--- src/rtl/cpsc_pkg.sv ---
package cpsc_pkg;
  typedef enum logic [1:0] {
    PS_LOW   = 2'b00,
    PS_INACT = 2'b01,
    PS_BAD   = 2'b10,
    PS_ON    = 2'b11
  } pwr_e;

  typedef enum logic [1:0] {
    CM_NOSLEEP = 2'b00,
    CM_BAD     = 2'b01,
    CM_SWWK    = 2'b10,
    CM_HWAUTO  = 2'b11
  } clkm_e;

  localparam logic [1:0] L2_OFF = 2'b00;
  localparam logic [1:0] L2_RET = 2'b01;
  localparam logic [1:0] L2_ON  = 2'b11;
endpackage

--- src/rtl/cpsc_core_agg.sv ---
module cpsc_core_agg
  import cpsc_pkg::*;
#(
  parameter int NUM_CORES = 2
) (
  input  logic [2*NUM_CORES-1:0] core_st,
  output logic                   any_on,
  output logic                   all_low,
  output logic                   any_bad
);
  logic [NUM_CORES-1:0] is_on, is_low, is_bad;

  for (genvar gi = 0; gi < NUM_CORES; gi++) begin : g_core
    logic [1:0] code;
    assign code      = core_st[2*gi +: 2];
    assign is_on[gi]  = (code == PS_ON);
    assign is_low[gi] = (code == PS_LOW);
    assign is_bad[gi] = (code == PS_BAD);
  end

  assign any_on  = |is_on;
  assign all_low = &is_low;
  assign any_bad = |is_bad;
endmodule

--- src/rtl/cpsc_resolve.sv ---
module cpsc_resolve
  import cpsc_pkg::*;
(
  input  logic  any_on,
  input  logic  all_low,
  input  logic  any_bad,
  input  logic  l2_idle,
  input  pwr_e  tgt,
  input  logic  logic_ret,
  input  clkm_e mode,
  input  logic  wakeup,
  output logic  force_on,
  output pwr_e  req,
  output logic  illegal
);
  logic quiet;

  always_comb begin
    quiet    = ~any_on & l2_idle;
    force_on = wakeup | any_on | ~l2_idle;

    illegal = any_bad | (tgt == PS_BAD) | (mode == CM_BAD)
            | ((tgt == PS_LOW) & any_on)
            | (quiet & (mode == CM_HWAUTO) & (tgt == PS_LOW) & ~(all_low & logic_ret));

    req = PS_ON;
    if (mode == CM_HWAUTO) begin
      unique case (tgt)
        PS_INACT: req = PS_INACT;
        PS_LOW:   req = PS_LOW;
        default:  req = PS_ON;
      endcase
    end
  end
endmodule

--- src/rtl/cluster_pwr_ctrl.sv ---
// rst_n is expected to assert asynchronously and deassert in step with clk.
module cluster_pwr_ctrl
  import cpsc_pkg::*;
#(
  parameter int NUM_CORES = 2,
  localparam int CW = 2 * NUM_CORES
) (
  input  logic          clk,
  input  logic          rst_n,
  input  logic [CW-1:0] core_st,
  input  logic          l2_idle,
  input  logic [1:0]    tgt_st,
  input  logic          logic_ret,
  input  logic          l2_ret,
  input  logic [1:0]    clk_mode,
  input  logic          wakeup,
  output logic [1:0]    dom_st,
  output logic [1:0]    l2_st,
  output logic          dpll_en,
  output logic          logic_on,
  output logic          illegal
);
  logic any_on, all_low, any_bad;
  logic force_on, ill_now;
  pwr_e req;

  pwr_e dom_q, dom_d;
  logic keep_q, keep_en;
  logic ill_q;

  cpsc_core_agg #(.NUM_CORES(NUM_CORES)) agg_i (
    .core_st (core_st),
    .any_on  (any_on),
    .all_low (all_low),
    .any_bad (any_bad)
  );

  cpsc_resolve res_i (
    .any_on    (any_on),
    .all_low   (all_low),
    .any_bad   (any_bad),
    .l2_idle   (l2_idle),
    .tgt       (pwr_e'(tgt_st)),
    .logic_ret (logic_ret),
    .mode      (clkm_e'(clk_mode)),
    .wakeup    (wakeup),
    .force_on  (force_on),
    .req       (req),
    .illegal   (ill_now)
  );

  // Next state: wake causes win, illegal programming holds, and a low
  // state may only be left toward ON.
  always_comb begin
    dom_d = dom_q;
    if (force_on) begin
      dom_d = PS_ON;
    end else if (!ill_now) begin
      if ((dom_q == PS_ON) || (req == PS_ON)) dom_d = req;
    end
    keep_en = (dom_d == PS_LOW) && (dom_q != PS_LOW);
  end

  always_ff @(posedge clk or negedge rst_n) begin
    if (!rst_n) begin
      dom_q <= PS_ON;
      keep_q <= 1'b1;
      ill_q <= 1'b0;
    end else begin
      dom_q <= dom_d;
      ill_q <= ill_now;
      if (keep_en) keep_q <= l2_ret;
    end
  end

  assign dom_st   = dom_q;
  assign l2_st    = (dom_q == PS_LOW) ? (keep_q ? L2_RET : L2_OFF) : L2_ON;
  assign dpll_en  = (dom_q == PS_ON) | force_on;
  assign logic_on = (dom_q != PS_BAD);
  assign illegal  = ill_q;
endmodule

--- config.mk ---
export PLATFORM = sky130hd
export DESIGN_NAME = cluster_pwr_ctrl
export DESIGN_NICKNAME = d
export VERILOG_FILES = /design/src/rtl/cpsc_pkg.sv /design/src/rtl/cpsc_core_agg.sv /design/src/rtl/cpsc_resolve.sv /design/src/rtl/cluster_pwr_ctrl.sv
export SDC_FILE = /design/constraint.sdc
export NUM_CORES = 1
export LEC_CHECK = 0
export ABC_AREA = 1
export BUFFER_PORTS_ARGS = -buffer_cell sky130_fd_sc_hd__buf_4
export CORE_AREA = 8 8 45 47
export DETAILED_ROUTE_END_ITERATION = 12
export DIE_AREA = 0 0 53 55
export GPL_TIMING_DRIVEN = 0
export PLACE_DENSITY_LB_ADDON = 0.15
export SLEW_MARGIN = 40
export SYNTH_ARGS = -nofsm -noshare
export SYNTH_HDL_FRONTEND = slang
export SYNTH_HIERARCHICAL = 1
export SYNTH_SLANG_ARGS = --single-unit
--- constraint.sdc ---
create_clock -name clk -period 2 [get_ports clk]
set_clock_uncertainty 0.05 [all_clocks]
set_input_delay 0.1 -clock clk [delete_from_list [all_inputs] [get_ports clk]]
set_output_delay 0.1 -clock clk [all_outputs]
set_load 0.1 [all_outputs]
# After elaboration in Yosys (flattened, before gate mapping)
# Cells that the tools add are included.
# Widths: inputs -> output; s select.
[word_totals]
regBits = 4
inputBits = 14
out_inout_bits = 7
word_cells = 48
[op_classes]
n_eq_ne = 11
n_mux = 7
n_bitwise = 16
n_reduce_logical = 11
[ops]
columns = ["operator", "count"]
rows = [
  ["$eq 2x2->1 const B", 8],
  ["$logic_not 2->1", 5],
  ["$mux 2", 5],
  ["$or 1x1->1", 7],
  ["$and 1x1->1", 6],
  ["$eq 2x1->1 const B", 2],
  ["$pmux 2 s2", 1],
  ["$reduce_or 2->1", 2],
  ["$not 1->1", 3],
  ["$ne 2x2->1 const B", 1],
  ["$reduce_and 2->1", 1],
  ["$reduce_bool 2->1", 1],
  ["$logic_and 1x1->1", 1],
  ["$logic_or 1x1->1", 1],
  ["$mux 1", 1],
]

# Logic depth before layout (Yosys ltp)
# Gate-level depths: netlist of the first run.
[depth]
word_depth = 12
mapped_depth = 16
mapped_depth_nobuf = 16

# Cells and area by module
# Netlist of the first run, hierarchy kept.
[modules_own_cells]
columns = ["module", "instances", "cells_each", "area_each_um2"]
rows = [
  ["cluster_pwr_ctrl", 1, 32, 251.5],
  ["cpsc_resolve", 1, 23, 91.3],
  ["cpsc_core_agg", 1, 12, 51.3],
]

# Worst setup path before layout of the first run
# OpenSTA, ideal clock, no wires.
[synth_path]
kind = "flip-flop to output port"
start = "register dom_q[0], in the netlist dom_st[0]"
end = "output port l2_st[0]"
t_arrival_ns = 2.460
t_required_ns = 1.850
setup_slack_ns = -0.610
stages_incl_launch_ff = 4
path_buffers = 0
path_cell_list = "dfstp_2 > nor2_1 > inv_1 > or2_1"
[synth_between]
elab_chain_cells = 2
[synth_rtl]
columns = ["item", "line_no", "source"]
rows = [
  ["start: declaration", "cluster_pwr_ctrl.sv:27", "pwr_e dom_q, dom_d;"],
  ["start signal: assignment", "cluster_pwr_ctrl.sv:70", "dom_q <= dom_d;"],
  ["$logic_not 2->1", "cluster_pwr_ctrl.sv:77", "assign l2_st = (dom_q == PS_LOW) ? (keep_q ? L2_RET : L2_OFF) : L2_ON;"],
  ["$mux 2", "cluster_pwr_ctrl.sv:77", ""],
  ["end: declaration", "cluster_pwr_ctrl.sv:18", "output logic [1:0] l2_st,"],
]
# Every way passes these cells.

# Worst setup path after layout of the first run
# Ends and elaborated chain as after synthesis.

==> run metrics, run 1 <==
Via density 4.056; initial core utilization 28.48%; peak ir drop on the vdd network 0.2092 mV; CTS Buf Count 3; drt initial violations 5; Worst slew margin 81.51%; post-synthesis mux area share 0%; clock transition at the registers of the reported paths 0.04 ns; EDFF count, synth 0; Slew Limit Fails 0; detailed-placement wirelength estimate 810.9 um; largest net degree at the start of global routing 6; first-pass GRT wire length 1642 um; number of synthesized register bits 4; num rows 14; post-route cell area 609.3 um2; vias in the first global route 424; final std cells w/o fill 108; Sw Share 33.16%; Post-Synth Simple-Gate Area 52.70%; area grow syn2layout 54.60%; Syn Area/Cell 5.883 um2; # DRC 0; # IOs 21; Critical Path Start Type register; die height 55 um; setup TNS 0 ns; drt pass-1 iters 4; XOR/XNOR Fraction of Synth Area 0%; Final period util 78.82%; top cell type's share of synthesized area 20.00%; clock tree from TritonCTS yes; antenna violations before repair 0; max_cap viols 0; CP max stage cell dfstp_2; worst hold stages 3; pre-CTS setup slack 0.6111 ns; Reg area 103.9 um2; r2r worst-path depth 9; # nets final 107; Power Dens Cells 488.3 mW/mm2; RSZ-0062 raised after global routing no; R2R Setup Slk 0.71 ns; sequential-to-total area share from yosys stat 26.35%; critical path class register to output port; core area 0.001384 mm2; Post-CTS Resized 0; antenna viol nets, final 0; critical path capture point type output port; CP max FO 5; Endpoint, Worst Hold keep_q; synthesized-area fraction occupied by adder cells 0%; top-count cell post-synth nand2_1; Multi-input gate area 226.5 um2; Final Setup Violations 0; mapped cell area 394.1 um2; leak pwr 0.3535 nW; Switch Pwr 0.09867 mW; # Post-CTS Setup Buffers 0; routed len/inst 8.759 um; H-tree Lvls 1; clock share of power 36.7%; Most used DFF post-synth dfstp_2; top post-synthesis cells by area dfstp_2 (20%), nand2_1 (20%), inv_1 (15%); achievable clock frequency 634.4 MHz; status complete, no violations; Gate Count Post-Synth 67; gr usage total 7.954%; top cells by count, synth nand2_1 (21), inv_1 (16), nor2_1 (7); area post-placement 573.1 um2; CP Data Required Time 1.85 ns; ratio of cells with drive above 1 in the final layout 44.57%; Worst Tran Pin Value 0.2797 ns; fin crit period 1.576 ns; Max Buffers Root-to-Sink 2; slowest stage delay, CP 0.39 ns; cell-internal power 0.1989 mW; PortBufs 20; ys async rst share 100.0%; latest clock arrival within the worst-skew pair 0.23 ns; Hold Crit Class input pin to register; grt ovf 0; synth unique cells 17; Synth Warn # 6; Placer Congestion 0.7320; combinational family with the most area after synthesis simple AND/OR/NAND/NOR gates; CP Cell Sequence nor2_2, clkinvlp_4, or2_4, buf_4; dpl cells 103; reg-to-reg critical path startpoint dom_st[0]; Hold Path Origin l2_ret; Via Count 438; CP arrival 1.43 ns; Synth Area in Compound Gates 3.492%; RR Endpoint keep_q; setup ws final 0.4237 ns; WL final 946 um; Synth area leader dfstp_2; clk sinks 4; DIE AREA 0.002915 mm2; n_diodes 0; Seq pwr share 29.9%; fill count 164; final hold vios 0; Logic pwr share 33.4%; syn_nets 81; chip width 53 um; Root Buffer clkbuf_4
==> what timing repair did <==
item | in CTS | in global routing
endpoints found under the setup margin | 0 | 0
hold buffers | 1 | 0
endpoints found under the hold margin | 4 | 0
==> critical path, delay by kind of cell (launching register included) <==
family	cells	cell delay, ns
simple gates	2	0.44
flops	1	0.39
buf+inv	2	0.37
==> cell families after synthesis <==
family	Yosys count
AO/OA/AOI/OAI	2
buffers and inverters	18
flip-flops	4
AND/OR/NAND/NOR	43
==> placed cells by master, fill, tap and decap left out, types with 3 or more instances in the layout <==
cell type / synthesis / routed
buf_4: 0 / 20
nand3_1: 4 / 4
inv_1: 16 / 15
nand2_1: 21 / 21
clkbuf_4: 0 / 3
dfstp_2: 3 / 3
nor2_2: 2 / 3
nor2_1: 7 / 6
nand2_2: 3 / 3
==> power groups by stage <==
stage	logic [mW]	clock network, mW	registers, mW
after floorplan	0.0439	0	0.110
after global placement	0.0981	0	0.0898
after detailed placement	0.0988	0	0.0899
after CTS	0.100	0.114	0.0891
after global routing	0.110	0.122	0.0895
final	0.0994	0.109	0.0890
==> worst max path at each step <==
| stage | start | end | slack [ns] |
|---|---|---|---|
| floorplan | dom_st[0] | l2_st[0] | 0.05 |
| global placement | core_st[0] | keep_q | 0.63 |
| detailed placement | core_st[0] | keep_q | 0.61 |
| CTS | dom_st[0] | l2_st[0] | 0.41 |
| global route | dom_st[0] | l2_st[0] | 0.38 |
| finish | dom_st[0] | l2_st[0] | 0.42 |
==> routing by layer <==
layer  vias up  wire length (um)  share of wire, %  global-route usage, %
li1        241                 -                 -                      -
met1       175               426                45                  8.449
met2        18               401                42                  10.94
met3         4                81               8.6                  3.476
met4         0                36               3.8                  9.052
met5         -                 0                 0                      0
==> flip-flops by register name, summed over array words and instances (netlist names) <==
register and count:
dom_st 2, illegal 1, keep_q 1
==> area by class of cell <==
type	count	area share [%]
clock buffers	4	4.312
inverters	18	11.91
multi-input cells	45	37.17
flip-flops and latches	4	17.04
well taps	16	3.285
repair buffers	21	26.28
==> through the flow <==
stage                     hold slack (ns)  power (mW)  utilization [%]
after floorplan                   -0.2456      0.1543                -
after global placement            -0.1530      0.1880            41.41
after detailed placement          -0.1529      0.1887            41.41
after CTS                         0.05298      0.3032            44.03
after global routing              0.06073      0.3219            44.03
final                             0.05615      0.2976            44.03
Power figures use the tool's default switching activity.
==> run 2: changes to the inputs <==
- clock period: 2 -> 1.48 ns (I/O delays scaled with it)
==> run metrics, run 2 (same netlist as run 1, synthesis figures left out) <==
RR Endpoint keep_q; CP Data Required Time 1.36 ns (-0.49 ns); CP max stage cell dfstp_4; grt ovf 0 (unchanged); Slew Limit Fails 0 (unchanged); leading cell type in the layout, fill and taps excluded nand2_1; core area 0.001384 mm2 (unchanged); clock share of power 35.7% (-1.0 points); PortBufs 20 (unchanged); # nets final 108 (+0.93%); drt pass-1 iters 2 (-2); reg-to-reg critical path startpoint dom_st[0]; slowest stage delay, CP 0.48 ns (+0.09 ns); R2R Setup Slk 0.10 ns (-0.61 ns); Logic pwr share 34.2% (+0.8 points); clock transition at the registers of the reported paths 0.04 ns (about the same); Root Buffer clkbuf_4; WP buf/inv 2 (unchanged); initial core utilization 28.48% (unchanged); Switch Pwr 0.1320 mW (+34%); status finished, violations left; achievable clock frequency 671.7 MHz; WL final 957 um (+1.2%); detailed-placement wirelength estimate 842.7 um (+3.9%); Seq pwr share 30.0% (about the same); clock tree from TritonCTS yes; Sw Share 32.69% (-0.47 points); peak ir drop on the vdd network 0.3648 mV (+74%); Final period util 100.6%; r2r worst-path depth 8 (-1); setup ws final -0.008776 ns (-0.4324 ns); max_cap viols 0 (unchanged); clk sinks 4 (unchanged); Max Buffers Root-to-Sink 2 (unchanged); hold_ws 0.02771 ns (-0.02844 ns); # IOs 21 (unchanged); largest net degree at the start of global routing 6 (unchanged); DIE AREA 0.002915 mm2 (unchanged); Final Power 0.4037 mW (+36%); final hold vios 0 (unchanged); setup TNS -0.008776 ns (-0.008776 ns); cell-internal power 0.2718 mW (+37%); gr usage total 7.280% (-0.67 points); fin crit period 1.489 ns; n_diodes 0 (unchanged); Via density 3.917 (-3.4%); # DRC 0 (unchanged); Worst slew margin 81.36% (-0.15 points); Final Setup Violations 1 (+1); CP Cell Sequence nor2_4, clkinvlp_4, or2_4, buf_12; CP arrival 1.36 ns (-0.07 ns); chip width 53 um (unchanged); latest clock arrival within the worst-skew pair 0.23 ns (about the same); antenna viol nets, final 0 (unchanged); commonest cells after routing, fill and taps aside nand2_1 (20), buf_4 (19), inv_1 (15); Worst Tran Pin Value 0.2819 ns (+0.002268 ns); vias in the first global route 435 (+2.6%); critical path class register to output port; Critical Path Start Type register; die height 55 um (unchanged); Largest register FFs 2 (unchanged); leak pwr 0.3755 nW (+6.2%); failing checks negative setup slack; CP max FO 4 (-1); area grow syn2layout 67.30%; Via Count 427 (-2.5%); Placer Congestion 0.7561 (+3.3%); critical path capture point type output port; CTS Buf Count 3 (unchanged); H-tree Lvls 1 (unchanged); antenna violations before repair 0 (unchanged); num rows 14 (unchanged); Stages on worst setup path 4 (unchanged); Setup crit end l2_st[0]; Power Dens Cells 612.3 mW/mm2 (+25%); ratio of cells with drive above 1 in the final layout 46.24% (+1.7 points); first-pass GRT wire length 1635 um (-0.43%); CP delay by family, top flip-flops; RSZ-0062 raised after global routing yes; Worst Setup SP dom_st[1]; drt initial violations 1 (-4); Hold Crit Class input pin to register; routed len/inst 8.780 um (+0.23%)
run 2: final cells by class:
cell class              instances  area [um2]
well taps                      16       20.02
flip-flops and latches          4       111.4
clock buffers                   4       26.28
inverters                      18       72.57
repair buffers                 22       192.7
fillers                       152       724.4
multi-input cells              45       236.5
run 2: worst min-delay path by stage:
| stage | to | from | cells past startpoint | slack [ns] |
|---|---|---|---|---|
| finish | keep_q | l2_ret | 3 | 0.03 |
| global route | keep_q | l2_ret | 3 | 0.03 |
| CTS | keep_q | l2_ret | 3 | 0.03 |
| detailed placement | illegal | rst_n | 1 | -0.18 |
| global placement | illegal | rst_n | 1 | -0.18 |
| floorplan | illegal | rst_n | 0 | -0.27 |
run 2: repair_timing:
item	4_1_cts	5_1_grt
pin swaps	2	1
hold buffers	1	0
setup buffers	1	0
resized for setup	7	0
setup endpoints to repair	2	1
gates cloned	0	0
hold endpoints to repair	4	0
run 2: per-layer routing:
metal | global-route usage, % | up-vias | wire length (um)
li1 | - | 244 | -
met5 | 0 | - | 0
met4 | 5.172 | 0 | 0
met3 | 1.337 | 0 | 40
met1 | 8.244 | 175 | 409
met2 | 12.11 | 8 | 506
run 2: power by group through the flow:
| stage | registers (mW) | logic [mW] | clock network (mW) |
|---|---|---|---|
| 2_1_floorplan | 0.150 | 0.0599 | 0 |
| 3_3_place_gp | 0.122 | 0.133 | 0 |
| 3_5_place_dp | 0.122 | 0.135 | 0 |
| 4_1_cts | 0.121 | 0.140 | 0.152 |
| 5_1_grt | 0.122 | 0.151 | 0.157 |
| 6_report | 0.121 | 0.138 | 0.144 |
run 2: metrics by stage:
step	util (%)	worst slack, ns	instances	instance area (um2)
finish	47.65	-0.008776	109	659.4
global placement	42.50	0.1351	103	588.1
floorplan	-	-0.3691	67	417.9
CTS	47.65	-0.01947	109	659.4
detailed placement	42.50	0.1271	103	588.1
global route	47.65	-0.05519	109	659.4
run 2: worst register-to-register path, stage by stage (launching register included):
cell	delay (ns)
dfstp_4	0.64
nand2_2	0.08
nand2_4	0.08
nand2_2	0.04
nand2_1	0.08
nand3_2	0.10
nor2_2	0.11
nand3_1	0.07
nand2_1	0.07
==> run 3: changes to the inputs <==
- CORE_AREA: 8 8 45 47 -> unset
- CORE_MARGIN: unset -> 8
- CORE_UTILIZATION: unset -> 30
- DIE_AREA: 0 0 53 55 -> unset
==> run metrics, run 3 (same netlist as run 1, synthesis figures left out) <==
critical path capture point type output port; Multi-input gate area 236.5 um2 (unchanged); cell-internal power 0.2717 mW (about the same); latest clock arrival within the worst-skew pair 0.23 ns (about the same); num rows 13 (-1); WL final 933 um (-2.5%); clock tree from TritonCTS yes; pre-CTS setup slack 0.1260 ns (-0.001165 ns); dpl cells 102 (-0.97%); slowest stage delay, CP 0.48 ns (about the same); largest net degree at the start of global routing 6 (unchanged); commonest cells after routing, fill and taps aside nand2_1 (20), buf_4 (19), inv_1 (15); failing checks negative setup slack; CP delay by family, top flip-flops; vias in the first global route 418 (-3.9%); RSZ-0062 raised after global routing yes; Max Buffers Root-to-Sink 2 (unchanged); Hold Crit Class input pin to register; chip width 52.25 um (-1.4%); Placer Congestion 0.7295 (-3.5%); PortBufs 20 (unchanged); achievable clock frequency 674.7 MHz (+0.45%); post-route cell area 658.1 um2 (-0.19%); CP max stage cell dfstp_4; Hold Path Origin l2_ret; first-pass GRT wire length 1635 um (unchanged); final hold vios 0 (unchanged); status finished, violations left; setup TNS -0.002040 ns (+0.006736 ns); final std cells w/o fill 108 (-0.92%); CP Cell Sequence nor2_4, clkinvlp_4, or2_4, buf_12; Slew Limit Fails 0 (unchanged); RR Endpoint keep_q; r2r worst-path depth 9 (+1); n_diodes 0 (unchanged); Sw Share 32.66% (about the same); H-tree Lvls 1 (unchanged); antenna violations before repair 0 (unchanged); # DRC 0 (unchanged); ratio of cells with drive above 1 in the final layout 46.24% (unchanged); hold_ws 0.02745 ns (-0.0002549 ns); DIE AREA 0.002730 mm2 (-6.4%); clk sinks 4 (unchanged); Endpoint, Worst Hold keep_q; peak ir drop on the vdd network 0.3757 mV (+3.0%); Core Util, Final 51.87% (+4.2 points); leak pwr 0.3755 nW (unchanged); clock share of power 35.8% (about the same); WP buf/inv 2 (unchanged); die height 52.25 um (-5.0%); antenna viol nets, final 0 (unchanged); R2R Setup Slk 0.13 ns (+0.03 ns); Via density 4.000 (+2.1%); detailed-placement wirelength estimate 823.5 um (-2.3%); CP max FO 4 (unchanged); CP Data Required Time 1.36 ns (about the same); grt ovf 0 (unchanged); Worst Tran Pin Value 0.2807 ns (-0.001248 ns); Reg area 111.4 um2 (unchanged); Seq pwr share 30.0% (about the same); fill count 127 (-16%); Worst slew margin 81.44% (+0.083 points); Power Dens Cells 613.1 mW/mm2 (+0.13%); Final period util 100.1% (-0.46 points); Logic pwr share 34.2% (about the same); worst hold stages 3 (unchanged); leading cell type in the layout, fill and taps excluded nand2_1; area grow syn2layout 66.98%; drt pass-1 iters 4 (+2); max_cap viols 0 (unchanged); # IOs 21 (unchanged); Switch Pwr 0.1318 mW (-0.15%); Critical Path Start Type register; area post-placement 586.8 um2 (-0.21%); Root Buffer clkbuf_4; Largest register FFs 2 (unchanged); CP arrival 1.36 ns (about the same); fin crit period 1.482 ns (-0.006736 ns); reg-to-reg critical path startpoint dom_st[0]; CTS Buf Count 3 (unchanged); Via Count 432 (+1.2%); Final Setup Violations 1 (unchanged); gr usage total 7.780% (+0.50 points); core area 0.001269 mm2 (-8.3%); clock transition at the registers of the reported paths 0.03 ns (about the same); critical path class register to output port; # nets final 108 (unchanged); routed len/inst 8.639 um (-1.6%); setup ws final -0.002040 ns (+0.006736 ns); Final Power 0.4035 mW (about the same); drt initial violations 9 (+8); initial core utilization 31.07% (+2.6 points)
-- run 3: cell counts in the layout (fill, tap and decap cells not counted) --
No cell type changed its count.
-- run 3: what timing repair did --
item,CTS,global route
hold endpoints to repair,4,0
setup buffers,1,0
resized for setup,7,0
endpoints found under the setup margin,2,2
pin swaps,2,1
hold buffers,1,0
-- run 3: worst reg2reg max path, delay by kind of cell, from the launching register on --
family / cells / cell delay (ns)
flip-flops: 1 / 0.64
buffers and inverters: 1 / 0.04
AND/OR/NAND/NOR: 8 / 0.55
-- run 3: power groups by stage --
stage / sequential [mW] / clock (mW) / combinational [mW]
after floorplan: 0.150 / 0 / 0.0599
after global placement: 0.123 / 0 / 0.134
after CTS: 0.121 / 0.153 / 0.140
after detailed placement: 0.122 / 0 / 0.134
final: 0.121 / 0.144 / 0.138
after global routing: 0.122 / 0.160 / 0.152
-- run 3: how the worst max path moves through the flow --
stage	startpoint	endpoint	slack [ns]	cells after the start
after global placement	dom_st[1]	keep_q	0.12	9
after detailed placement	dom_st[1]	keep_q	0.13	9
after global routing	dom_st[1]	l2_st[0]	-0.06	4
final	dom_st[1]	l2_st[0]	-0.002	4
after floorplan	dom_st[1]	l2_st[0]	-0.37	3
after CTS	dom_st[0]	l2_st[0]	-0.02	4
-- run 3: area by class of cell --
cell class,instances,area share (%)
Clock buffer,4,3.992
Inverter,18,11.03
Multi-Input combinational cell,45,35.93
Sequential cell,4,16.92
Tap cell,15,2.852
Timing Repair Buffer,22,29.28
-- run 3: per-layer routing --
metal | global-route usage, % | routed length (um) | share of wire (%) | up-vias
met5 | 0 | 0 | 0 | -
li1 | - | - | - | 242
met4 | 6.466 | 0 | 0 | 0
met3 | 1.989 | 44 | 4.7 | 0
met1 | 9.253 | 376 | 40 | 185
met2 | 11.40 | 511 | 55 | 5
